## src/rtl/spi_pkt_pkg.sv

```systemverilog
package spi_pkt_pkg;
  typedef enum logic [2:0] {
    SQ_IDLE, SQ_SETUP, SQ_XFER, SQ_HOLD, SQ_PAUSED, SQ_GAP
  } seq_state_e;

  localparam int STAT_W         = 2;
  localparam int STAT_FIN_BIT   = 0;
  localparam int STAT_PAUSE_BIT = 1;
endpackage

```

## src/rtl/spi_pkt_bitengine.sv

```systemverilog
module spi_pkt_bitengine #(
  parameter int DW = 8,
  parameter int TW = 8
) (
  input  logic          clk,
  input  logic          rst_n,
  input  logic          abort,
  input  logic          start,
  input  logic [DW-1:0] start_data,
  input  logic          cpol,
  input  logic          cpha,
  input  logic          tx_msb,
  input  logic          rx_msb,
  input  logic [TW-1:0] hi_cyc,
  input  logic [TW-1:0] lo_cyc,
  input  logic          miso,
  output logic          sck,
  output logic          mosi,
  output logic          busy,
  output logic          done,
  output logic [DW-1:0] rx_data,
  output logic          rx_valid
);
  localparam int BCW = (DW > 1) ? $clog2(DW) : 1;
  localparam logic [BCW-1:0] LAST_BIT = BCW'(DW - 1);

  logic          act_q, act_d;
  logic          half_q, half_d;
  logic [BCW-1:0] bit_q, bit_d;
  logic [TW-1:0] tmr_q, tmr_d;
  logic [DW-1:0] txsh_q, txsh_d;
  logic [DW-1:0] rxsh_q, rxsh_d;
  logic          sck_q, sck_d;
  logic          mosi_q, mosi_d;
  logic          done_q, done_d;
  logic [DW-1:0] rxd_q, rxd_d;
  logic          rxv_q, rxv_d;

  logic [TW-1:0] dur_a, dur_b;
  logic          tx_cur, do_sample;
  logic [DW-1:0] tx_shifted, rx_in;

  // First half of each bit sits at the idle level, the second half at the opposite level
  assign dur_a      = cpol ? hi_cyc : lo_cyc;
  assign dur_b      = cpol ? lo_cyc : hi_cyc;
  assign tx_cur     = tx_msb ? txsh_q[DW-1] : txsh_q[0];
  assign tx_shifted = tx_msb ? {txsh_q[DW-2:0], 1'b0} : {1'b0, txsh_q[DW-1:1]};
  assign rx_in      = rx_msb ? {rxsh_q[DW-2:0], miso} : {miso, rxsh_q[DW-1:1]};

  always_comb begin
    act_d     = act_q;
    half_d    = half_q;
    bit_d     = bit_q;
    tmr_d     = tmr_q;
    txsh_d    = txsh_q;
    rxsh_d    = rxsh_q;
    sck_d     = sck_q;
    mosi_d    = mosi_q;
    done_d    = 1'b0;
    rxd_d     = rxd_q;
    rxv_d     = 1'b0;
    do_sample = 1'b0;
    if (abort) begin
      act_d = 1'b0;
      sck_d = cpol;
    end else if (!act_q) begin
      sck_d = cpol;
      if (start) begin
        act_d  = 1'b1;
        half_d = 1'b0;
        bit_d  = '0;
        tmr_d  = dur_a;
        txsh_d = start_data;
        if (!cpha) mosi_d = tx_msb ? start_data[DW-1] : start_data[0];
      end
    end else if (tmr_q != '0) begin
      tmr_d = tmr_q - TW'(1);
    end else if (!half_q) begin
      // leading edge
      half_d = 1'b1;
      tmr_d  = dur_b;
      sck_d  = ~cpol;
      if (cpha) mosi_d = tx_cur;
      else      do_sample = 1'b1;
    end else begin
      // trailing edge
      sck_d     = cpol;
      txsh_d    = tx_shifted;
      do_sample = cpha;
      if (bit_q == LAST_BIT) begin
        act_d  = 1'b0;
        done_d = 1'b1;
      end else begin
        bit_d  = bit_q + BCW'(1);
        half_d = 1'b0;
        tmr_d  = dur_a;
        if (!cpha) mosi_d = tx_msb ? tx_shifted[DW-1] : tx_shifted[0];
      end
    end
    if (do_sample) begin
      rxsh_d = rx_in;
      if (bit_q == LAST_BIT) begin
        rxd_d = rx_in;
        rxv_d = 1'b1;
      end
    end
  end

  always_ff @(posedge clk or negedge rst_n) begin
    if (!rst_n) begin
      act_q  <= 1'b0;
      half_q <= 1'b0;
      bit_q  <= '0;
      tmr_q  <= '0;
      txsh_q <= '0;
      rxsh_q <= '0;
      sck_q  <= 1'b0;
      mosi_q <= 1'b0;
      done_q <= 1'b0;
      rxd_q  <= '0;
      rxv_q  <= 1'b0;
    end else begin
      act_q  <= act_d;
      half_q <= half_d;
      bit_q  <= bit_d;
      tmr_q  <= tmr_d;
      txsh_q <= txsh_d;
      rxsh_q <= rxsh_d;
      sck_q  <= sck_d;
      mosi_q <= mosi_d;
      done_q <= done_d;
      rxd_q  <= rxd_d;
      rxv_q  <= rxv_d;
    end
  end

  assign sck      = sck_q;
  assign mosi     = mosi_q;
  assign busy     = act_q;
  assign done     = done_q;
  assign rx_data  = rxd_q;
  assign rx_valid = rxv_q;
endmodule

```

## src/rtl/spi_pkt_seq.sv

```systemverilog
module spi_pkt_seq
  import spi_pkt_pkg::*;
#(
  parameter int TW     = 8,
  parameter int LEN_W  = 10,
  parameter int LOOP_W = 8
) (
  input  logic              clk,
  input  logic              rst_n,
  input  logic              cmd_act,
  input  logic              cmd_resume,
  input  logic              cmd_rst,
  input  logic              pause_en,
  input  logic [LEN_W-1:0]  len_m1,
  input  logic [LOOP_W-1:0] loop_m1,
  input  logic [TW-1:0]     setup_m1,
  input  logic [TW-1:0]     hold_m1,
  input  logic [TW-1:0]     idle_m1,
  input  logic              eng_busy,
  input  logic              eng_done,
  input  logic              tx_valid,
  output logic              tx_ready,
  output logic              eng_start,
  output logic              eng_abort,
  output logic              cs_n,
  output logic              busy,
  output logic              set_fin,
  output logic              set_pause
);
  localparam int CNT_W = LEN_W + LOOP_W + 1;

  seq_state_e       st_q, st_d;
  logic [TW-1:0]    tmr_q, tmr_d;
  logic [CNT_W-1:0] rem_q, rem_d;
  logic             csn_q, csn_d;

  logic [LEN_W:0]   plen;
  logic [LOOP_W:0]  ploop;
  logic [CNT_W-1:0] total;

  assign plen  = {1'b0, len_m1} + 1'b1;
  assign ploop = {1'b0, loop_m1} + 1'b1;
  assign total = CNT_W'(plen) * CNT_W'(ploop);

  assign tx_ready  = (st_q == SQ_XFER) && !eng_busy && (rem_q != '0) && !cmd_rst;
  assign eng_start = tx_ready && tx_valid;
  assign eng_abort = cmd_rst;

  always_comb begin
    st_d      = st_q;
    tmr_d     = tmr_q;
    rem_d     = rem_q;
    csn_d     = csn_q;
    set_fin   = 1'b0;
    set_pause = 1'b0;
    if (cmd_rst) begin
      st_d  = SQ_IDLE;
      tmr_d = '0;
      rem_d = '0;
      csn_d = 1'b1;
    end else begin
      case (st_q)
        SQ_IDLE: begin
          if (cmd_act) begin
            st_d  = SQ_SETUP;
            tmr_d = setup_m1;
            rem_d = total;
            csn_d = 1'b0;
          end
        end
        SQ_SETUP: begin
          if (tmr_q == '0) st_d = SQ_XFER;
          else             tmr_d = tmr_q - TW'(1);
        end
        SQ_XFER: begin
          if (eng_start) rem_d = rem_q - CNT_W'(1);
          if (eng_done && rem_q == '0) begin
            st_d  = SQ_HOLD;
            tmr_d = hold_m1;
          end
        end
        SQ_HOLD: begin
          if (tmr_q != '0) begin
            tmr_d = tmr_q - TW'(1);
          end else if (pause_en) begin
            st_d      = SQ_PAUSED;
            set_pause = 1'b1;
          end else begin
            st_d    = SQ_GAP;
            csn_d   = 1'b1;
            tmr_d   = idle_m1;
            set_fin = 1'b1;
          end
        end
        SQ_PAUSED: begin
          if (cmd_resume) begin
            st_d  = SQ_XFER;
            rem_d = total;
          end
        end
        SQ_GAP: begin
          if (tmr_q == '0) st_d = SQ_IDLE;
          else             tmr_d = tmr_q - TW'(1);
        end
        default: begin
          st_d  = SQ_IDLE;
          csn_d = 1'b1;
        end
      endcase
    end
  end

  always_ff @(posedge clk or negedge rst_n) begin
    if (!rst_n) begin
      st_q  <= SQ_IDLE;
      tmr_q <= '0;
      rem_q <= '0;
      csn_q <= 1'b1;
    end else begin
      st_q  <= st_d;
      tmr_q <= tmr_d;
      rem_q <= rem_d;
      csn_q <= csn_d;
    end
  end

  assign cs_n = csn_q;
  assign busy = (st_q != SQ_IDLE);
endmodule

```

## src/rtl/spi_pkt_status.sv

```systemverilog
module spi_pkt_status
  import spi_pkt_pkg::*;
(
  input  logic              clk,
  input  logic              rst_n,
  input  logic              set_fin,
  input  logic              set_pause,
  input  logic              rd,
  input  logic              fin_ie,
  input  logic              pause_ie,
  output logic [STAT_W-1:0] flags,
  output logic              irq
);
  logic [STAT_W-1:0] flg_q, flg_d, set_vec, en_vec;

  always_comb begin
    set_vec                 = '0;
    set_vec[STAT_FIN_BIT]   = set_fin;
    set_vec[STAT_PAUSE_BIT] = set_pause;
    en_vec                  = '0;
    en_vec[STAT_FIN_BIT]    = fin_ie;
    en_vec[STAT_PAUSE_BIT]  = pause_ie;
    // a new event in the read cycle survives the clear
    flg_d = (rd ? '0 : flg_q) | set_vec;
  end

  always_ff @(posedge clk or negedge rst_n) begin
    if (!rst_n) flg_q <= '0;
    else        flg_q <= flg_d;
  end

  assign flags = flg_q;
  assign irq   = |(flg_q & en_vec);
endmodule

```

## src/rtl/spi_pkt_master.sv

```systemverilog
module spi_pkt_master
  import spi_pkt_pkg::*;
#(
  parameter int DATA_W = 8,
  parameter int TIME_W = 8,
  parameter int LEN_W  = 10,
  parameter int LOOP_W = 8
) (
  input  logic              clk,
  input  logic              rst_n,
  input  logic              cmd_act,
  input  logic              cmd_resume,
  input  logic              cmd_rst,
  input  logic              cfg_pause_en,
  input  logic              cfg_cpol,
  input  logic              cfg_cpha,
  input  logic              cfg_tx_msb,
  input  logic              cfg_rx_msb,
  input  logic              cfg_fin_ie,
  input  logic              cfg_pause_ie,
  input  logic [TIME_W-1:0] cfg_sck_hi,
  input  logic [TIME_W-1:0] cfg_sck_lo,
  input  logic [TIME_W-1:0] cfg_cs_setup,
  input  logic [TIME_W-1:0] cfg_cs_hold,
  input  logic [TIME_W-1:0] cfg_cs_idle,
  input  logic [LEN_W-1:0]  cfg_pkt_len,
  input  logic [LOOP_W-1:0] cfg_pkt_loop,
  input  logic [DATA_W-1:0] tx_data,
  input  logic              tx_valid,
  output logic              tx_ready,
  output logic [DATA_W-1:0] rx_data,
  output logic              rx_valid,
  output logic              sck,
  output logic              mosi,
  input  logic              miso,
  output logic              cs_n,
  output logic              busy,
  input  logic              stat_rd,
  output logic [STAT_W-1:0] stat_rdata,
  output logic              irq
);
  logic eng_busy, eng_done, eng_start, eng_abort;
  logic set_fin, set_pause;

  spi_pkt_seq #(.TW(TIME_W), .LEN_W(LEN_W), .LOOP_W(LOOP_W)) u_seq (
    .clk       (clk),
    .rst_n     (rst_n),
    .cmd_act   (cmd_act),
    .cmd_resume(cmd_resume),
    .cmd_rst   (cmd_rst),
    .pause_en  (cfg_pause_en),
    .len_m1    (cfg_pkt_len),
    .loop_m1   (cfg_pkt_loop),
    .setup_m1  (cfg_cs_setup),
    .hold_m1   (cfg_cs_hold),
    .idle_m1   (cfg_cs_idle),
    .eng_busy  (eng_busy),
    .eng_done  (eng_done),
    .tx_valid  (tx_valid),
    .tx_ready  (tx_ready),
    .eng_start (eng_start),
    .eng_abort (eng_abort),
    .cs_n      (cs_n),
    .busy      (busy),
    .set_fin   (set_fin),
    .set_pause (set_pause)
  );

  spi_pkt_bitengine #(.DW(DATA_W), .TW(TIME_W)) u_eng (
    .clk       (clk),
    .rst_n     (rst_n),
    .abort     (eng_abort),
    .start     (eng_start),
    .start_data(tx_data),
    .cpol      (cfg_cpol),
    .cpha      (cfg_cpha),
    .tx_msb    (cfg_tx_msb),
    .rx_msb    (cfg_rx_msb),
    .hi_cyc    (cfg_sck_hi),
    .lo_cyc    (cfg_sck_lo),
    .miso      (miso),
    .sck       (sck),
    .mosi      (mosi),
    .busy      (eng_busy),
    .done      (eng_done),
    .rx_data   (rx_data),
    .rx_valid  (rx_valid)
  );

  spi_pkt_status u_stat (
    .clk      (clk),
    .rst_n    (rst_n),
    .set_fin  (set_fin),
    .set_pause(set_pause),
    .rd       (stat_rd),
    .fin_ie   (cfg_fin_ie),
    .pause_ie (cfg_pause_ie),
    .flags    (stat_rdata),
    .irq      (irq)
  );
endmodule

```

## config.mk

```make
export PLATFORM = sky130hd
export DESIGN_NAME = spi_pkt_master
export DESIGN_NICKNAME = d
export VERILOG_FILES = /design/src/rtl/spi_pkt_pkg.sv /design/src/rtl/spi_pkt_bitengine.sv /design/src/rtl/spi_pkt_seq.sv /design/src/rtl/spi_pkt_status.sv /design/src/rtl/spi_pkt_master.sv
export SDC_FILE = /design/constraint.sdc
export NUM_CORES = 1
export LEC_CHECK = 0
export ABC_AREA = 1
export BUFFER_PORTS_ARGS = -buffer_cell sky130_fd_sc_hd__buf_2
export CAP_MARGIN = 20
export CORE_UTILIZATION = 35
export CTS_CLUSTER_SIZE = 30
export DETAILED_ROUTE_END_ITERATION = 8
export SETUP_SLACK_MARGIN = 0.1
export SLEW_MARGIN = 40
export SYNTH_ARGS = -nofsm -noshare
export SYNTH_HDL_FRONTEND = slang
export SYNTH_HIERARCHICAL = 1
export SYNTH_SLANG_ARGS = --single-unit
```

## constraint.sdc

```tcl
create_clock -name clk -period 2.5 [get_ports clk]
set_clock_uncertainty 0.2 [all_clocks]
set_input_delay 0.25 -clock clk [delete_from_list [all_inputs] [get_ports clk]]
set_output_delay 0.25 -clock clk [all_outputs]
set_load 0.01 [all_outputs]
```

==> results.py, run 1 <==
metrics = {
    "outcome": {
        "status": "finished with violations",
        "failed_checks": "setup timing",
    },
    "sta": {
        "setup_ws_ns": -1.96,
        "tightestPinTransition_ns": 0.544,
        "max_slew_margin_pct": 63.6,
        "timing.final.crit_share_pct": 178,
        "period_needed_ns": 4.46,
        "slew_violations": 0,
        "max_freq_mhz": 224,
        "fin_setup_tns_ns": -26.68,
        "hold_ws_ns": 0.0549,
        "setup-violations-final": 16,
        "hold_violations": 0,
        "rsz0062_at_grt": "true",
    },
    "global_routing": {
        "grt_pass1_vias": 8240,
        "antenna_found_initial": 0,
        "gr-total-overflow": 0,
        "track_usage_pct": 18.8,
        "grt_first_pass_wirelength_um": 38100,
        "use_met3_pct": 2.22,
        "top_usage_layer": "met2",
        "use_met1_pct": 25.6,
        "grt_max_degree": 41,
        "grtUsageMet2_pct": 32.0,
    },
    "worst_setup_path": {
        "arrival_ns": 4.50,
        "worstPathMaxFanout": 5,
        "worstPathRequired_ns": 2.55,
        "crit_chain": "buf_8 -> buf_6 -> ha_4 -> buf_6 -> xor2_4 -> buf_6 -> nand2_4 -> fa_1 -> inv_2 -> fa_1 -> fa_1 -> inv_1 -> fa_1 -> inv_2 -> ha_4 -> nand2_2 -> nand3b_1 -> nand2_2 -> nand2_1 -> nand2_1 -> nand2_1 -> nand3_1 -> nand2_1 -> o21ai_1",
        "end_kind": "flop",
        "ff2ff_setup_slack_ns": 0.18,
        "slowest_stage": "fa_1",
        "critical_path.max_stage_delay_ns": 0.54,
        "start_kind": "input pin",
        "path_class": "in2reg",
    },
    "logic_synthesis": {
        "syn_nets": 1456,
        "seq_area_frac_synth_pct": 21.7,
        "yosys_register_bits": 74,
        "ys_types": 44,
        "syn-cell-area_um2": 8530,
        "ys.warnings.count": 6,
        "syn_inst": 1265,
        "synth.avg_cell_area_um2": 6.74,
    },
    "power": {
        "power.density_nw_per_um2": 967,
        "p_leak_nw": 5.97,
        "power_mw": 11.1,
        "irDropWorstVdd_mv": 0.591,
    },
    "routing": {
        "via_count": 8489,
        "viasPerCell": 4.75,
        "dr.pass1.iters": 5,
        "wire_per_inst_um": 12.4,
        "antenna_left": 0,
        "drc": 0,
        "drt_iter0_drc": 426,
        "routed_wl_um": 22200,
    },
    "cells_and_area": {
        "multi_input_area_um2": 6520,
        "diodes": 0,
        "stdcell_count": 1789,
        "final-seq-area_um2": 1850,
        "drive_above_1_share_pct": 31.0,
        "final_area_um2": 11500,
        "areaGrowthSynthToFinish_pct": 34.4,
        "nets": 1656,
        "nFillCells": 2408,
    },
    "floorplanning": {
        "std_cell_rows": 56,
        "dieArea_um2": 25000,
        "io_pins": 98,
        "die_h_um": 158,
        "start_util_pct": 36.0,
        "die_w_um": 158,
        "core_um2": 23700,
    },
    "cts": {
        "cts_buffer_depth": 2,
        "cts_tree": "built",
        "cts-root-buf": "clkbuf_16",
        "cts_max_level": 3,
        "numCtsBuffers": 9,
        "cts.clk_slew.worst_paths_ns": 0.06,
        "clock_latency_ns": 0.33,
        "cts.sinks": 74,
    },
    "placement": {
        "place_area_um2": 10300,
        "dpl.hpwl_um": 17600,
        "port_buffers": 97,
        "finalWeightedCongestion": 0.886,
        "placed_cells": 1748,
    },
    "job": {
        "drv_cap": 0,
    },
    "worst_hold_path": {
        "hp-class": "in2reg",
    },
}
[per-layer routing]
| metal | vias to the layer above | wire length [um] |
|---|---|---|
| li1 | 4323 | - |
| met1 | 4002 | 10600 |
| met2 | 146 | 10700 |
| met3 | 18 | 722 |
| met4 | 0 | 212 |
| met5 | - | 0 |
[flip-flops by register name (all words and copies together) (netlist names), 2 cells and up]
name	count
u_eng/tmr_q	8
u_seq/rem_q	19
u_seq/tmr_q	8
u_eng/rxsh_q	8
u_seq/st_q	3
u_stat/flags	2
u_eng/rx_data	8
u_eng/bit_q	3
u_eng/txsh_q	8
[worst max-delay path, delay by kind of cell]
kind,cells,cell delay (ns)
fa+ha+maj,6,2.48
simple gates,9,0.77
buf+inv,7,0.64
xor+xnor,1,0.27
compound gates,1,0.11
[worst paths after layout]
path	from	to	cells past startpoint
worst max-delay path	cfg_pkt_loop[0]	u_seq/rem_q[14]	24
worst min-delay path	tx_data[5]	u_eng/txsh_q[5]	5
worst max register to register	u_seq/st_q[2]	u_seq/rem_q[16]	11
worst min register to register	u_eng/rx_data[6]	u_eng/rx_data[6]	2
max in group asynchronous	rst_n	u_seq/cs_n	3
min in group asynchronous	rst_n	u_seq/rem_q[3]	2
[placed cells by master, fill, tap and decap left out, types with 4 or more instances in the layout]
master	count
o21ai_1	45
ha_4	16
inv_4	4
nand2_2	41
dfrtp_1	73
xor2_1	9
nand3_4	6
buf_4	89
o21ai_0	45
o21ai_2	14
nor3_1	6
nand4_1	16
mux2i_1	8
clkbuf_16	9
ha_1	27
inv_1	180
fa_2	4
buf_2	89
buf_6	20
ha_2	4
nand2_4	17
nor2_2	35
nand3_1	63
nor2_4	17
o211ai_1	4
nand3_2	6
buf_12	5
nor2_1	118
fa_1	59
a21oi_1	27
inv_2	48
nand2_1	312
a21oi_2	5
[repair_timing]
item                                   CTS  global route
hold buffers                             3             0
pin swaps                               83            41
buffers inserted                        14             8
setup endpoints to repair               18            38
gates cloned                             0             1
endpoints found under the hold margin   36             0
gates resized for setup                118            68
[cell families (layout without fill, tap and decap cells)]
group	count (synthesis)	count (layout)	share of synthesized area, %
AO/OA/AOI/OAI	153	153	9.93
XOR/XNOR	18	18	1.85
adder cells (fa/ha/maj)	110	110	21.7
buffers and inverters	254	458	11.6
flip-flops	74	74	21.7
multiplexers	8	8	0.939
AND/OR/NAND/NOR	648	649	32.3
[final cells by class]
cell class	count	area share, %
Clock buffer	10	2.00
Clock inverter	6	0.600
Inverter	234	7.82
Multi-Input combinational cell	938	56.9
Sequential cell	74	16.2
Tap cell	319	3.48
Timing Repair Buffer	208	13.1
[cell usage after synthesis (all sizes together)]
| library cell | instances | area [um2] |
|---|---|---|
| dfrtp | 73 | 1830 |
| mux2i | 8 | 80.1 |
| nor2 | 171 | 742 |
| nor3 | 8 | 40.0 |
| nand3b | 3 | 22.5 |
| o311ai | 1 | 8.76 |
| a22oi | 1 | 7.51 |
| inv | 232 | 871 |
| o31ai | 1 | 7.51 |
| or2 | 3 | 18.8 |
| ha | 47 | 588 |
| dfstp | 1 | 26.3 |
| o32ai | 1 | 8.76 |
| nand4 | 16 | 100 |
| a21o | 1 | 7.51 |
| and2 | 1 | 6.26 |
| fa | 63 | 1260 |
| nand3 | 75 | 388 |
| clkinv | 2 | 7.51 |
| buf | 15 | 92.6 |
| a21oi | 33 | 165 |
| nand2 | 371 | 1440 |
| clkbuf | 5 | 18.8 |
| a31oi | 2 | 12.5 |
| xor2 | 13 | 114 |
| o21ai | 104 | 562 |
| o21bai | 2 | 15.0 |
| o22ai | 1 | 6.26 |
| a21boi | 1 | 7.51 |
| xnor2 | 5 | 43.8 |
| a22o | 1 | 8.76 |
| o211ai | 4 | 30.0 |
[stage by stage]
step	setup WS, ns	util (%)
3_5_place_dp	-2.50	43.6
4_1_cts	-1.86	47.2
6_report	-1.96	48.4
2_1_floorplan	-1.96	-
3_3_place_gp	-2.43	43.6
5_1_grt	-2.15	48.4
[power breakdown]
group / internal (mW) / switching (mW) / total (mW)
sequential: 1.55 / 0.350 / 1.90
combinational: 3.31 / 4.57 / 7.88
clock: 0.777 / 0.527 / 1.30
total: 5.64 / 5.45 / 11.1
No activity file was read; power rests on OpenSTA's default activity.
==> run 2, diff against run 1 <==
CORE_ASPECT_RATIO = 1.5   (was default)
CORE_MARGIN = 10   (was default)
SKIP_LAST_GASP = 1   (was default)
==> run 2 against run 1 <==
  * The flow still finishes with violations (setup timing)
  * Setup slack improved by 0.020 ns
  * Combinational power rose by 5.5%
  * Global-route usage fell by 2.6 points
  * Clock power fell by 12%
  * First-iteration DRC count fell by 27%
  * Count of clock-buffer cells in the layout did not move
  * Register-to-register slack improved by 0.12 ns
  * Worst hold slack got worse by 0.023 ns
  * Via count rose by 2.9%
  * Sequential cell count did not move
  * Highest routed layer is now met5
==> results.py, run 2 (same netlist as run 1, synthesis figures left out) <==
metrics = {
    "placement": {
        "place_area_um2": 10400,
        "port_buffers": 97,
        "finalWeightedCongestion": 0.875,
        "placed_cells": 1756,
        "dpl.hpwl_um": 19900,
    },
    "worst_setup_path": {
        "r2r_start": "u_seq/st_q[2]",
        "start_kind": "input pin",
        "worstPathRequired_ns": 2.51,
        "crit_chain": "buf_8 -> buf_6 -> ha_4 -> nand3_4 -> xor2_4 -> clkinv_4 -> buf_4 -> nor2_2 -> fa_1 -> fa_2 -> fa_1 -> inv_2 -> fa_1 -> inv_2 -> ha_4 -> nand2_4 -> inv_2 -> a21oi_4 -> buf_4 -> nand3_1 -> nand2_1 -> nand3_1 -> o21ai_2 -> o21ai_1",
        "critical_path.max_stage_delay_ns": 0.51,
        "crit_buf_inv": 8,
        "worstPathMaxFanout": 6,
        "arrival_ns": 4.45,
        "startpoint": "cfg_pkt_loop[0]",
        "end_kind": "flop",
        "slowest_stage": "fa_1",
        "path_class": "in2reg",
        "cp_top_family": "adder cells",
    },
    "routing": {
        "via_count": 8733,
        "drc": 0,
        "dr.pass1.iters": 7,
        "viasPerCell": 4.83,
        "antenna_left": 0,
        "drt_iter0_drc": 309,
        "routed_wl_um": 24900,
        "wire_per_inst_um": 13.8,
    },
    "cells_and_area": {
        "drive_above_1_share_pct": 32.8,
        "areaGrowthSynthToFinish_pct": 37.4,
        "stdcell_count": 1807,
        "finalCoreUtilization_pct": 49.2,
        "diodes": 0,
        "final_area_um2": 11700,
        "regMostFlops": "u_seq/rem_q",
        "largest_reg_flops": 19,
        "layout_common_cells": "nand2_1, inv_1, nor2_1, buf_4, buf_2",
        "nets": 1674,
        "mostFrequentLayoutCell": "nand2_1",
    },
    "power": {
        "irDropWorstVdd_mv": 0.613,
        "p_leak_nw": 6.07,
        "power.density_nw_per_um2": 969,
        "power_mw": 11.4,
    },
    "cts": {
        "clock_latency_ns": 0.33,
        "numCtsBuffers": 9,
        "cts.sinks": 74,
        "cts-root-buf": "clkbuf_16",
        "cts.clk_slew.worst_paths_ns": 0.06,
        "cts_max_level": 3,
        "cts_buffer_depth": 2,
        "cts_tree": "built",
    },
    "sta": {
        "timing.final.crit_share_pct": 177,
        "hold_ws_ns": 0.0322,
        "max_freq_mhz": 225,
        "setup_ws_ns": -1.94,
        "period_needed_ns": 4.44,
        "hold_violations": 0,
        "max_slew_margin_pct": 65.9,
        "rsz0062_at_grt": "true",
        "setup-violations-final": 16,
        "tightestPinTransition_ns": 0.512,
        "slew_violations": 0,
    },
    "global_routing": {
        "track_usage_pct": 16.1,
        "gr-total-overflow": 0,
        "grt_max_degree": 38,
        "antenna_found_initial": 1,
        "grt_first_pass_wirelength_um": 42600,
        "grt_pass1_vias": 9242,
    },
    "floorplanning": {
        "core_um2": 23800,
        "die_h_um": 211,
        "die_w_um": 147,
        "start_util_pct": 35.8,
        "io_pins": 98,
        "std_cell_rows": 69,
        "dieArea_um2": 31100,
    },
    "outcome": {
        "failed_checks": "setup timing",
        "status": "finished with violations",
    },
    "worst_hold_path": {
        "hp-class": "in2reg",
        "min_from": "cfg_pause_en",
    },
    "job": {
        "drv_cap": 0,
    },
}
==> run 2: what timing repair did <==
action                                  4_1_cts  5_1_grt
pin swaps                                    96       44
setup buffers                                27        9
hold endpoints to repair                     37        0
endpoints found under the setup margin       17       39
resized for setup                           155       66
hold buffers                                  2        0
==> run 2: layout make-up <==
class | instances | area [um2]
clock buffer | 10 | 229
tap | 319 | 399
sequential | 74 | 1850
fill | 2355 | 12100
multi-input combinational | 937 | 6650
clock inverter | 6 | 33.8
inverter | 234 | 901
timing repair buffer | 227 | 1660
==> run 2: worst paths after layout <==
| path | cells past startpoint | to | slack, ns |
|---|---|---|---|
| setup / recovery | 24 | u_seq/rem_q[13] | -1.94 |
| min in group asynchronous | 2 | u_eng/txsh_q[5] | 0.23 |
| max in group asynchronous | 3 | u_seq/cs_n | 1.25 |
| hold reg to reg | 2 | u_eng/rx_data[6] | 0.28 |
| setup reg to reg | 13 | u_eng/txsh_q[6] | 0.30 |
| hold / removal | 4 | u_stat/flags[0] | 0.03 |
==> run 2: report_power, final <==
part / total, mW / switching (mW) / internal, mW
registers: 1.90 / 0.347 / 1.55
clock network: 1.15 / 0.488 / 0.664
logic: 8.31 / 4.82 / 3.49
total: 11.4 / 5.66 / 5.71
==> run 2: worst reg2reg max path, delay by kind of cell (launching register included) <==
| kind | cells | cell delay (ns) |
|---|---|---|
| AND/OR/NAND/NOR | 7 | 0.84 |
| flip-flops | 1 | 0.44 |
| AO/OA/AOI/OAI | 2 | 0.12 |
| buffers and inverters | 4 | 0.50 |
==> run 2: metal layers <==
metal / routed length [um] / global-route usage, % / part of all wire (%) / vias up
met4: 864 / 5.72 / 3.5 / 2
li1: - / - / - / 4352
met3: 858 / 2.47 / 3.4 / 51
met1: 9800 / 17.5 / 39 / 4148
met5: 13 / 0 / 0.052 / -
met2: 13400 / 30.8 / 54 / 180
==> run 2: through the flow <==
step	setup TNS [ns]	setup WS, ns
6_report	-26.11	-1.94
5_1_grt	-28.65	-2.10
4_1_cts	-25.85	-1.91
3_5_place_dp	-34.99	-2.47
3_3_place_gp	-34.43	-2.39
2_1_floorplan	-25.83	-1.96
